===== src/rtl/pct_pkg.sv =====
package pct_pkg;
  localparam int G0_W   = 8;
  localparam int G1_W   = 5;
  localparam int NGRP   = 2;
  localparam int RAW    = 2;
  localparam int RDW    = 8;
  localparam int SYNC_N = 2;

  typedef enum logic [RAW-1:0] {
    RA_GRP_EN = 2'd0,
    RA_FLAGS  = 2'd1,
    RA_MASK0  = 2'd2,
    RA_MASK1  = 2'd3
  } reg_addr_e;
endpackage


===== src/rtl/pct_sync.sv =====
module pct_sync #(
  parameter int W      = 1,
  parameter int STAGES = 2
) (
  input  logic         clk,
  input  logic         rst_n,
  input  logic [W-1:0] d_i,
  output logic [W-1:0] q_o
);
  logic [W-1:0] st_q [STAGES];

  always_ff @(posedge clk or negedge rst_n) begin
    if (!rst_n) begin
      for (int i = 0; i < STAGES; i++) st_q[i] <= '0;
    end else begin
      st_q[0] <= d_i;
      for (int i = 1; i < STAGES; i++) st_q[i] <= st_q[i-1];
    end
  end

  assign q_o = st_q[STAGES-1];
endmodule


===== src/rtl/pct_group.sv =====
module pct_group #(
  parameter int W = 8
) (
  input  logic         clk,
  input  logic         rst_n,
  input  logic [W-1:0] pin_s_i,
  input  logic [W-1:0] pin_raw_i,
  input  logic [W-1:0] mask_i,
  input  logic         clr_i,
  output logic         hit_o,
  output logic         flag_o,
  output logic         wake_hit_o
);
  logic [W-1:0] prev_q;
  logic         flag_q;

  // sampled edge detect and clockless compare against last sample
  assign hit_o      = |((pin_s_i ^ prev_q) & mask_i);
  assign wake_hit_o = |((pin_raw_i ^ prev_q) & mask_i);

  always_ff @(posedge clk or negedge rst_n) begin
    if (!rst_n) begin
      prev_q <= '0;
      flag_q <= 1'b0;
    end else begin
      prev_q <= pin_s_i;
      if (hit_o)      flag_q <= 1'b1;  // new event beats a clear
      else if (clr_i) flag_q <= 1'b0;
    end
  end

  assign flag_o = flag_q;
endmodule


===== src/rtl/pct_regs.sv =====
module pct_regs
  import pct_pkg::*;
#(
  parameter int M0_W = G0_W,
  parameter int M1_W = G1_W,
  parameter int NG   = NGRP,
  parameter int AW   = RAW,
  parameter int DW   = RDW
) (
  input  logic          clk,
  input  logic          rst_n,
  input  logic          wr_i,
  input  logic [AW-1:0] addr_i,
  input  logic [DW-1:0] wdata_i,
  input  logic [NG-1:0] flags_i,
  output logic [DW-1:0] rdata_o,
  output logic [M0_W-1:0] mask0_o,
  output logic [M1_W-1:0] mask1_o,
  output logic [NG-1:0] grp_en_o,
  output logic [NG-1:0] wclr_o
);
  logic [M0_W-1:0] mask0_q;
  logic [M1_W-1:0] mask1_q;
  logic [NG-1:0]   en_q;

  always_ff @(posedge clk or negedge rst_n) begin
    if (!rst_n) begin
      mask0_q <= '0;
      mask1_q <= '0;
      en_q    <= '0;
    end else if (wr_i) begin
      case (reg_addr_e'(addr_i))
        RA_GRP_EN: en_q    <= wdata_i[NG-1:0];
        RA_MASK0:  mask0_q <= wdata_i[M0_W-1:0];
        RA_MASK1:  mask1_q <= wdata_i[M1_W-1:0];
        default:   ;
      endcase
    end
  end

  assign wclr_o = (wr_i && reg_addr_e'(addr_i) == RA_FLAGS) ? wdata_i[NG-1:0] : '0;

  always_comb begin
    case (reg_addr_e'(addr_i))
      RA_GRP_EN: rdata_o = {{(DW-NG){1'b0}}, en_q};
      RA_FLAGS:  rdata_o = {{(DW-NG){1'b0}}, flags_i};
      RA_MASK0:  rdata_o = {{(DW-M0_W){1'b0}}, mask0_q};
      default:   rdata_o = {{(DW-M1_W){1'b0}}, mask1_q};
    endcase
  end

  assign mask0_o  = mask0_q;
  assign mask1_o  = mask1_q;
  assign grp_en_o = en_q;
endmodule


===== src/rtl/pin_toggle_irq.sv =====
module pin_toggle_irq
  import pct_pkg::*;
#(
  parameter int W0     = G0_W,
  parameter int W1     = G1_W,
  parameter int STAGES = SYNC_N,
  parameter int AW     = RAW,
  parameter int DW     = RDW,
  localparam int PW    = W0 + W1,
  localparam int NG    = NGRP
) (
  input  logic          clk,
  input  logic          rst_n,
  input  logic [PW-1:0] pins_i,
  input  logic          clk_gated_i,
  input  logic          irq_glb_en_i,
  input  logic [NG-1:0] ack_i,
  input  logic          reg_wr_i,
  input  logic [AW-1:0] reg_addr_i,
  input  logic [DW-1:0] reg_wdata_i,
  output logic [DW-1:0] reg_rdata_o,
  output logic [NG-1:0] irq_o,
  output logic          wake_o
);
  logic [PW-1:0] pins_s;
  logic [W0-1:0] mask0;
  logic [W1-1:0] mask1;
  logic [NG-1:0] grp_en, wclr, flag_q, grp_hit, wake_hit;

  pct_sync #(.W(PW), .STAGES(STAGES)) u_sync (
    .clk(clk), .rst_n(rst_n), .d_i(pins_i), .q_o(pins_s)
  );

  pct_regs #(.M0_W(W0), .M1_W(W1), .NG(NG), .AW(AW), .DW(DW)) u_regs (
    .clk(clk), .rst_n(rst_n), .wr_i(reg_wr_i), .addr_i(reg_addr_i),
    .wdata_i(reg_wdata_i), .flags_i(flag_q), .rdata_o(reg_rdata_o),
    .mask0_o(mask0), .mask1_o(mask1), .grp_en_o(grp_en), .wclr_o(wclr)
  );

  pct_group #(.W(W0)) u_grp0 (
    .clk(clk), .rst_n(rst_n),
    .pin_s_i(pins_s[W0-1:0]), .pin_raw_i(pins_i[W0-1:0]), .mask_i(mask0),
    .clr_i(wclr[0] | ack_i[0]),
    .hit_o(grp_hit[0]), .flag_o(flag_q[0]), .wake_hit_o(wake_hit[0])
  );

  pct_group #(.W(W1)) u_grp1 (
    .clk(clk), .rst_n(rst_n),
    .pin_s_i(pins_s[PW-1:W0]), .pin_raw_i(pins_i[PW-1:W0]), .mask_i(mask1),
    .clr_i(wclr[1] | ack_i[1]),
    .hit_o(grp_hit[1]), .flag_o(flag_q[1]), .wake_hit_o(wake_hit[1])
  );

  assign irq_o  = flag_q & grp_en & {NG{irq_glb_en_i}};
  assign wake_o = clk_gated_i & |(wake_hit & grp_en);
endmodule


===== config.mk =====
export PLATFORM = sky130hd
export DESIGN_NAME = pin_toggle_irq
export DESIGN_NICKNAME = d
export VERILOG_FILES = /design/src/rtl/pct_pkg.sv /design/src/rtl/pct_sync.sv /design/src/rtl/pct_group.sv /design/src/rtl/pct_regs.sv /design/src/rtl/pin_toggle_irq.sv
export SDC_FILE = /design/constraint.sdc
export NUM_CORES = 1
export LEC_CHECK = 0
export ABC_CLOCK_PERIOD_IN_PS = 3480
export BUFFER_PORTS_ARGS = -buffer_cell sky130_fd_sc_hd__buf_4
export CAP_MARGIN = 25
export CORE_ASPECT_RATIO = 1.5
export CORE_MARGIN = 5
export CORE_UTILIZATION = 59
export DETAILED_ROUTE_END_ITERATION = 8
export GPL_TIMING_DRIVEN = 0
export PLACE_DENSITY = 0.86
export SETUP_SLACK_MARGIN = 0.15
export SYNTH_ARGS = -nofsm -noshare
export SYNTH_HDL_FRONTEND = slang
export SYNTH_HIERARCHICAL = 1
export SYNTH_SLANG_ARGS = --single-unit

===== constraint.sdc =====
create_clock -name clk -period 3.48 [get_ports clk]
set_input_delay 0.696 -clock clk [delete_from_list [all_inputs] [get_ports clk]]
set_output_delay 0.696 -clock clk [all_outputs]
set_load 0.02 [all_outputs]

# Word-level counts from Yosys, hierarchy flattened
# Index checks and enable logic that the tools add are counted.
[totals]
out_inout_bits = 11
register_bits = 56
word_cells = 44
[classes]
n_eq_ne = 3
n_reduce_logical = 12
n_mux = 6
bitwise = 14
[ops]
columns = ["op", "count"]
rows = [
  ["one-hot mux 8 bit (3 select lines)", 1],
  ["bitwise AND 8 bit", 2],
  ["OR reduction 8 bit", 2],
  ["bitwise XOR 8 bit", 2],
  ["bitwise AND 5 bit", 2],
  ["OR reduction 5 bit", 2],
  ["bitwise XOR 5 bit", 2],
  ["bitwise AND 2 bit", 3],
  ["AND reduction 2 bit", 3],
  ["== test 2 bit (second input constant)", 2],
  ["two-way mux 1 bit", 4],
  ["nonzero test 2 bit", 2],
  ["== test 2 x 1 -> 1 bit (second input constant)", 1],
  ["zero test 2 bit", 1],
  ["two-way mux 2 bit", 1],
  ["OR 1 bit", 2],
  ["OR reduction 2 bit", 1],
  ["bitwise AND 1 bit", 1],
  ["logical AND 1 bit", 1],
]

# Depth between registers and ports, before layout
# Gate-level depths: netlist (run 1).
[depth]
ltp_word = 6
mapped_depth = 6
mapped_depth_nobuf = 5

# Hierarchy
# Netlist (run 1), hierarchy kept.
[modules_own_cells]
columns = ["mod", "cells_per_inst", "area_each_um2", "instances", "seq_area_each_um2"]
rows = [
  ["pct_regs", 50, 757.0, 1, 375.4],
  ["pct_sync", 39, 748.2, 1, 650.6],
  ["pct_group (u_grp0)", 37, 449.2, 1, 225.2],
  ["pct_group (u_grp1)", 24, 291.5, 1, 150.1],
  ["pin_toggle_irq", 6, 38.8, 1, 0.0],
]

# Least setup slack after synthesis (run 1)
# OpenSTA, ideal clock, no wires.
[synth_path]
path_type = "input port to output port"
startpoint = "in pins_i[12]"
endpoint = "out wake_o"
slack_ns = 1.320
required_ns = 2.784
cell_stages = 5
t_arrival_ns = 1.464
path_cell_list = "xor2_1 > a222oi_1 > nand2_1 > a22oi_1 > nor2b_1"
[synth_between]
elab_chain_len = 6
[synth_rtl]
columns = ["item", "line_no", "text"]
rows = [
  ["start: declaration", "pin_toggle_irq.sv:14", "input logic [PW-1:0] pins_i,"],
  ["bitwise XOR 5 bit", "pct_group.sv:19", "assign wake_hit_o = |((pin_raw_i ^ prev_q) & mask_i);"],
  ["bitwise AND 5 bit", "pct_group.sv:19", ""],
  ["OR reduction 5 bit", "pct_group.sv:19", ""],
  ["named net wake_hit[1]", "pin_toggle_irq.sv:28", "logic [NG-1:0] grp_en, wclr, flag_q, grp_hit, wake_hit;"],
  ["bitwise AND 2 bit", "pin_toggle_irq.sv:55", "assign wake_o = clk_gated_i & |(wake_hit & grp_en);"],
  ["OR reduction 2 bit", "pin_toggle_irq.sv:55", ""],
  ["bitwise AND 1 bit", "pin_toggle_irq.sv:55", ""],
  ["end: declaration", "pin_toggle_irq.sv:23", "output logic wake_o"],
]
# The timed path passes the listed nets, and every way through them passes these cells.

# Final worst setup path (run 1)
# Ends and elaborated chain as after synthesis.

==> results of run 1 <==
-- power by group through the flow --
stage / combinational (mW) / sequential [mW] / clock [mW]
global placement: 0.237 / 0.768 / 0
finish: 0.244 / 0.761 / 0.338
detailed placement: 0.245 / 0.774 / 0
global route: 0.264 / 0.771 / 0.378
floorplan: 0.151 / 0.756 / 0
CTS: 0.246 / 0.761 / 0.356
-- registers in the layout (all words and copies together), names as in the netlist --
signal and cells:
u_regs/mask1_o 5, u_sync/q_o 13, u_grp1/flag_o 1, u_regs/mask0_o 8, u_sync/st_q 13, u_regs/grp_en_o 2
u_grp1/prev_q 5, u_grp0/prev_q 8, u_grp0/flag_o 1
-- final timing paths --
check | from | to | slack, ns | depth (start not counted)
setup / recovery | pins_i[12] | wake_o | 0.94 | 7
hold / removal | u_sync/st_q[22] | u_sync/q_o[9] | 0.36 | 0
setup reg to reg | u_sync/q_o[6] | u_grp0/flag_o | 2.18 | 5
hold reg to reg | u_sync/st_q[22] | u_sync/q_o[9] | 0.36 | 0
max in group asynchronous | rst_n | u_regs/grp_en_o[0] | 2.61 | 1
min in group asynchronous | rst_n | u_sync/q_o[11] | 0.42 | 1
-- stage by stage --
step,instance area [um2],instances,worst slack (ns)
after global routing,2710,245,0.924
after global placement,2630,237,1.01
after CTS,2710,245,0.941
after floorplan,2280,155,1.32
final,2710,245,0.941
after detailed placement,2630,237,0.942
-- layout make-up --
cell class | count | area [um2] | share of cell area (%)
clock buffers | 7 | 76.3 | 2.81
clock inverters | 1 | 8.76 | 0.323
multi-input cells | 83 | 759 | 28.0
flip-flops and latches | 56 | 1400 | 51.7
inverters | 1 | 3.75 | 0.138
repair buffers | 39 | 293 | 10.8
plain buffers | 15 | 116 | 4.29
well taps | 43 | 53.8 | 1.98
-- layer usage --
metal | routed length (um) | up-vias | part of all wire, % | track usage, %
met1 | 1580 | 686 | 36 | 22.8
met4 | 150 | 0 | 3.4 | 9.47
met5 | 0 | - | 0 | 0
li1 | - | 613 | - | -
met2 | 2410 | 39 | 55 | 31.7
met3 | 256 | 16 | 5.8 | 4.97
-- worst max-delay path: cells and delay by family --
family                    cells  cell delay, ns
AOI/OAI and AO/OA             2            0.56
buffers and inverters         2            0.27
and+or+nand+nor               2            0.18
xor gates and xnor gates      1            0.14
==> metrics, run 1 <==
status=finished clean; CP Data Required Time=~2.8 ns; vias in the first global route=roughly 1.6k; Clock power frac=~25%; Synth Instances=~160; Routed Antenna Nets=0; final hold viol count=0; Hold Path Class=flop to flop; Final GP Congestion=slightly above 0.8; leading cell types in the layout, fill and taps excluded=dfrtp_1, buf_4, xor2_1; Combinational Power Share=a little under a fifth; TritonCTS clock tree=done; CTS Buf Count=5; layout cell share with drive strength beyond 1=between 30% and 40%; worst relative slew slack=55.2%; WL/cell=between 15 and 20 um; Die Width=around 60 um; drt via density=between 5 and 6; internal cell power=~1000 uW; First-pass DRT Iterations=6; Residual DRC=0; NetSw=roughly 360 uW; Fillers=approximately 260; core area=between 3000 and 4000 um2; root buffer cell=clkbuf_8; DRT Wirelength=4.40 mm; Avg Cell Area, Syn=between 10 and 15 um2; Diodes inserted=0; GRT Overall Usage=about a fifth; Setup CP Type=input port to primary output; peak supply drop=just under 0.4 mV; sw frac=a little over a quarter; largest net degree at the start of global routing=57; dpl hpwl=3.33 mm; Final Slew Violations=0; mapped cell area=~2300 um2; Initial Util=61.4%; Peak Freq=394 MHz; CP Data Arrival Time=1.84 ns; I/O pin count=around 40; P_leak=1.29 nW; Period minus WS final=~2.5 ns; Setup TNS=0 ns; GR Overflow Total=0; Total Power=~1.3 mW; Die Y=approximately 86 um; Buffers on Ports=39; Worst path slowest cell=a222oi_1; routed vias=1354; syn nets=185; CTS clk-pin slew, worst paths=about 0.1 ns; warnings from Yosys=6; row count=27; critical path's most frequent cell=buf_4; initial antenna violation count=0; final setup violation count=0; pwr dens=495 nW/um2; post-CTS setup buffers=0; Tcrit/Tclk final=between 70% and 80%; die area=about 5200 um2; # hold bufs at CTS=0; Flop pwr share=between 50 and 60%; worst skew pair latency=roughly 0.3 ns; crit path capture type=primary output; CTS Sinks=between 50 and 60; first-pass GRT wire length=about 7.4 mm; nets=between 200 and 250; worst hold slack=0.356 ns; CTS resizes=0; crit-path max cell delay=just under 0.4 ns; RSZ-0062 raised after global routing=false; Max Cap Violations=0; critical path cell sequence=buf_4, xor2_1, a222oi_1, nand2_1, a22oi_1, nor2b_1, buf_4; iteration-0 DRC count of the detailed router=46; Clock Path Buffers=2; clk_skew=roughly 0.0095 ns; H-Tree Depth=2; fin util=73.0%; commonest non-fill, non-tap cell in the layout=dfrtp_1; Area Overhead vs Synth=18.9%; CP Launch Type=input port; Tightest Pin Transition=roughly 0.67 ns; crit-path max FO=2
No activity file was read; power rests on OpenSTA's default activity.
==> inputs of run 2 (changes only) <==
--- a/config.mk
+++ b/config.mk
@@ -5,15 +5,15 @@
 export SDC_FILE = /design/constraint.sdc
 export NUM_CORES = 1
 export LEC_CHECK = 0
-export ABC_CLOCK_PERIOD_IN_PS = 3480
+export ABC_CLOCK_PERIOD_IN_PS = 2200
 export BUFFER_PORTS_ARGS = -buffer_cell sky130_fd_sc_hd__buf_4
 export CAP_MARGIN = 25
 export CORE_ASPECT_RATIO = 1.5
 export CORE_MARGIN = 5
-export CORE_UTILIZATION = 59
+export CORE_UTILIZATION = 49
 export DETAILED_ROUTE_END_ITERATION = 8
 export GPL_TIMING_DRIVEN = 0
-export PLACE_DENSITY = 0.86
+export PLACE_DENSITY = 0.76
 export SETUP_SLACK_MARGIN = 0.15
 export SYNTH_ARGS = -nofsm -noshare
 export SYNTH_HDL_FRONTEND = slang
==> constraint.sdc (replaced) <==
create_clock -name clk -period 2.2 [get_ports clk]
set_input_delay 0.44 -clock clk [delete_from_list [all_inputs] [get_ports clk]]
set_output_delay 0.44 -clock clk [all_outputs]
set_load 0.02 [all_outputs]
==> metrics, run 2 (same netlist as run 1, synthesis figures left out) <==
routed vias=1339; worst slack, placed=between 0.2 and 0.25 ns; Peak Freq=between 400 and 500 MHz; root buffer cell=clkbuf_8; core area=around 4500 um2; CTS Sinks=56; Reg2Reg Setup Slack=0.91 ns; row count=30; largest net degree at the start of global routing=57; H-Tree Depth=2; CTS clk-pin slew, worst paths=0.09 ns; Worst Setup Slack, final=0.0159 ns; status=finished clean; Routed Antenna Nets=0; P_leak=around 1.3 nW; peak supply drop=0.647 mV; iteration-0 DRC count of the detailed router=48; I/O pin count=slightly above 40; worst skew pair latency=0.30 ns; CP Launch Type=flop; Fillers=approximately 340; crit-path max FO=2; Area Overhead vs Synth=21.3%; Placed Area=~2600 um2; GR Overflow Total=0; clk_skew=around 0.004 ns; nets=approximately 230; Diodes inserted=0; layout cell share with drive strength beyond 1=about two fifths; worst hold slack=0.174 ns; commonest non-fill, non-tap cell in the layout=dfrtp_1; reg-to-reg endpoint=u_grp0/flag_o; Setup CP Type=flop to primary output; drt via density=between 5 and 6; RR Startpoint=u_sync/q_o[0]; Total Power=around 2.3 mW; Final GP Congestion=0.783; Clock Path Buffers=2; worst relative slew slack=54.8%; final setup violation count=0; Hold Path Class=input port to asynchronous set/reset pin; multi-input logic area=about 760 um2; GRT Overall Usage=~15%; Initial Util=about half; Tightest Pin Transition=approximately 0.68 ns; first-pass GRT wire length=slightly above 7 mm; Tcrit/Tclk final=99.3%; dpl hpwl=approximately 3.2 mm; DRT Wirelength=4.31 mm; vias in the first global route=~1.5k; First-pass DRT Iterations=4; Die Width=roughly 66 um; Period minus WS final=around 2.2 ns; CP Data Required Time=between 1.5 and 2 ns; CP Data Arrival Time=1.74 ns; Die Y=roughly 94 um; post-route cell area=2770 um2; storage element area=around 1400 um2; CTS Buf Count=5; crit path capture type=primary output; Residual DRC=0; leading cell types in the layout, fill and taps excluded=dfrtp_1, buf_4, xor2_1; RSZ-0062 raised after global routing=true; TritonCTS clock tree=done; Final Slew Violations=0; Buffers on Ports=39; WL/cell=17.2 um; pwr dens=832 nW/um2; # hold bufs at CTS=0; worst r2r path cells=5; die area=6150 um2; final hold viol count=0; Max Cap Violations=0; initial antenna violation count=0
==> run 2: layout make-up <==
type,instances,share of cell area [%]
clock buffer,7,3.48
sequential,56,50.6
multi-input combinational,83,27.4
clock inverter,1,1.08
inverter,1,0.136
tap,48,2.17
timing repair buffer,40,10.8
buffer,15,4.20
==> run 2: worst max-delay path by stage <==
| stage | startpoint | end | slack (ns) | depth (start not counted) |
|---|---|---|---|---|
| 2_1_floorplan | pins_i[12] | wake_o | 0.55 | 5 |
| 3_3_place_gp | pins_i[12] | wake_o | 0.23 | 7 |
| 3_5_place_dp | pins_i[12] | wake_o | 0.22 | 7 |
| 4_1_cts | u_grp1/prev_q[4] | wake_o | 0.05 | 6 |
| 5_1_grt | u_grp1/prev_q[4] | wake_o | -0.01 | 6 |
| 6_report | u_grp1/prev_q[4] | wake_o | 0.02 | 6 |
==> run 2: critical path, stage by stage (launching register included) <==
cell	delay, ns
dfrtp_1	0.40
xor2_1	0.17
a222oi_1	0.39
nand2_1	0.10
a22oi_1	0.16
nor2b_1	0.07
buf_4	0.16
==> run 2: per-layer routing <==
layer | track usage (%) | share of wire (%) | up-vias
met2 | 26.4 | 54 | 34
li1 | - | - | 621
met5 | 0 | 0 | -
met1 | 18.2 | 39 | 676
met4 | 5.36 | 1.8 | 0
met3 | 4.21 | 5.1 | 8
==> run 2: power by group <==
| part | leakage, nW | switching (mW) | internal, mW | total (mW) |
|---|---|---|---|---|
| combinational | 0.597 | 0.178 | 0.210 | 0.388 |
| clock | 0.0645 | 0.310 | 0.402 | 0.712 |
| sequential | 0.651 | 0.0801 | 1.12 | 1.20 |
| total | 1.31 | 0.569 | 1.73 | 2.30 |
==> run 2: per-stage QoR <==
stage	utilization [%]	std cells	setup TNS [ns]
after global placement	58.5	242	0
after global routing	61.4	251	-0.0123
after detailed placement	58.5	242	0
after CTS	61.4	251	0
after floorplan	-	155	0
final	61.4	251	0
==> run 2: timing repair <==
action | 4_1_cts | 5_1_grt
setup endpoints to repair | 1 | 1
gates resized for setup | 0 | 0
setup buffers | 1 | 0
pin swaps | 4 | 4
endpoints found under the hold margin | 0 | 0
==> inputs of run 3 (changes only) <==
--- a/config.mk
+++ b/config.mk
@@ -5,15 +5,17 @@
 export SDC_FILE = /design/constraint.sdc
 export NUM_CORES = 1
 export LEC_CHECK = 0
+export ABC_AREA = 1
 export ABC_CLOCK_PERIOD_IN_PS = 2200
 export BUFFER_PORTS_ARGS = -buffer_cell sky130_fd_sc_hd__buf_4
 export CAP_MARGIN = 25
 export CORE_ASPECT_RATIO = 1.5
 export CORE_MARGIN = 5
-export CORE_UTILIZATION = 49
+export CORE_UTILIZATION = 50
 export DETAILED_ROUTE_END_ITERATION = 8
 export GPL_TIMING_DRIVEN = 0
-export PLACE_DENSITY = 0.76
+export MAX_ROUTING_LAYER = met4
+export PLACE_DENSITY = 0.77
 export SETUP_SLACK_MARGIN = 0.15
 export SYNTH_ARGS = -nofsm -noshare
 export SYNTH_HDL_FRONTEND = slang
==> metrics, run 3 <==
CTS clk-pin slew, worst paths=~0.09 ns; critical path's top delay family=simple AND/OR/NAND/NOR gates; Reg2Reg Setup Slack=1.16 ns; largest net degree at the start of global routing=57; reg-to-reg endpoint=u_grp1/flag_o; first-pass GRT wire length=8.52 mm; nets=369; buffers and inverters on the worst path=1; TritonCTS clock tree=done; Max Cap Violations=0; Initial Util=around 51%; peak supply drop=between 0.4 and 0.5 mV; Tightest Pin Transition=approximately 0.69 ns; core area=between 5000 and 6000 um2; Fillers=482; RR Startpoint=u_sync/q_o[12]; Synth Instances=between 200 and 300; layout cell share with drive strength beyond 1=between 20% and 30%; die area=6670 um2; critical path cell sequence=or2_1, nand3_1, nand2_1, nor2_2, nand2_1, nand2_2, a21oi_2, buf_6; H-Tree Depth=2; Setup TNS=0 ns; CP Data Required Time=between 1.5 and 2 ns; Worst path slowest cell=dfrtp_1; warnings from Yosys=6; Avg Cell Area, Syn=8.69 um2; iteration-0 DRC count of the detailed router=75; Placed Area=2920 um2; initial antenna violation count=0; critical path's most frequent cell=nand2_1; crit-path max cell delay=~0.42 ns; routed vias=1895; Final Slew Violations=0; dpl hpwl=around 3.6 mm; commonest non-fill, non-tap cell in the layout=nand2_1; Buffers on Ports=37; leading cell types in the layout, fill and taps excluded=nand2_1, dfrtp_1, buf_4; Setup CP Type=flop to primary output; CTS Sinks=56; Diodes inserted=0; crit path capture type=primary output; syn nets=between 300 and 400; clk_skew=between 0.004 and 0.005 ns; GRT Overall Usage=between 10% and 20%; drt via density=roughly 4.6; I/O pin count=slightly above 40; Die Y=~100 um; worst skew pair latency=0.30 ns; row count=32; worst r2r path cells=4; CTS Buf Count=5; mapped cell area=approximately 2600 um2; status=finished clean; Clock Path Buffers=2; GR Overflow Total=0; crit-path max FO=4; Residual DRC=0; First-pass DRT Iterations=4; worst relative slew slack=a little over half; pwr dens=approximately 750 nW/um2; RSZ-0062 raised after global routing=true; DRT Wirelength=about 4.9 mm; vias in the first global route=1879; final setup violation count=0; Hold Path Class=input port to asynchronous set/reset pin; Tcrit/Tclk final=between 80 and 90%; CP Launch Type=flop; Area Overhead vs Synth=20.0%; Final GP Congestion=0.813; post-route cell area=3060 um2; Routed Antenna Nets=0; root buffer cell=clkbuf_8; fin util=between 60 and 70%; P_leak=~1.6 nW; Peak Freq=507 MHz; final hold viol count=0; WL/cell=approximately 12 um; Period minus WS final=approximately 2.0 ns; CP Data Arrival Time=roughly 1.5 ns; Die Width=about 68 um
## run 3: worst max path at each step
| stage | to | cells after the start | slack, ns | from |
|---|---|---|---|---|
| after global routing | wake_o | 8 | 0.11 | u_grp0/prev_q[1] |
| after floorplan | wake_o | 7 | 0.71 | pins_i[11] |
| after detailed placement | wake_o | 9 | 0.38 | pins_i[2] |
| after global placement | wake_o | 9 | 0.39 | pins_i[5] |
| final | wake_o | 8 | 0.23 | u_grp0/prev_q[5] |
| after CTS | wake_o | 8 | 0.16 | u_grp0/prev_q[5] |
## run 3: repair_timing
action                                  in CTS  in global routing
endpoints found under the setup margin       0                  1
hold buffers                                 0                  0
buffers inserted                             0                  1
gates resized for setup                      0                  4
## run 3: routing by layer
metal	vias to the layer above	global-route usage, %	share of wire, %
met5	-	-	0
met4	0	6.58	3.6
met3	14	3.24	4.2
met2	39	27.3	51
met1	871	21.3	41
li1	971	-	-
## run 3: cell type report
cell class | count | area [um2] | share of cell area, %
inverters | 36 | 153 | 4.98
repair buffers | 38 | 289 | 9.43
clock inverters | 1 | 30.0 | 0.980
flip-flops and latches | 56 | 1400 | 45.7
plain buffers | 16 | 131 | 4.29
well taps | 68 | 85.1 | 2.78
clock buffers | 7 | 96.3 | 3.14
multi-input cells | 186 | 878 | 28.7
## run 3: report_power, final
| group | switching (mW) | internal [mW] |
|---|---|---|
| clock network | 0.312 | 0.402 |
| logic | 0.228 | 0.178 |
| registers | 0.0725 | 1.12 |
## run 3: worst register-to-register path, cell delays in order, from the launching register on
cell,delay [ns]
dfrtp_1,0.37
buf_4,0.13
or2_0,0.22
a21oi_2,0.12
nand3_1,0.09
## run 3: stage by stage
stage	power, mW	std cells	hold WS (ns)	worst slack (ns)
4_1_cts	2.33	407	0.196	0.165
6_report	2.31	408	0.177	0.226
5_1_grt	2.44	408	0.230	0.115
3_5_place_dp	1.61	399	0.335	0.381
2_1_floorplan	1.44	294	0.144	0.705
3_3_place_gp	1.60	399	0.334	0.390
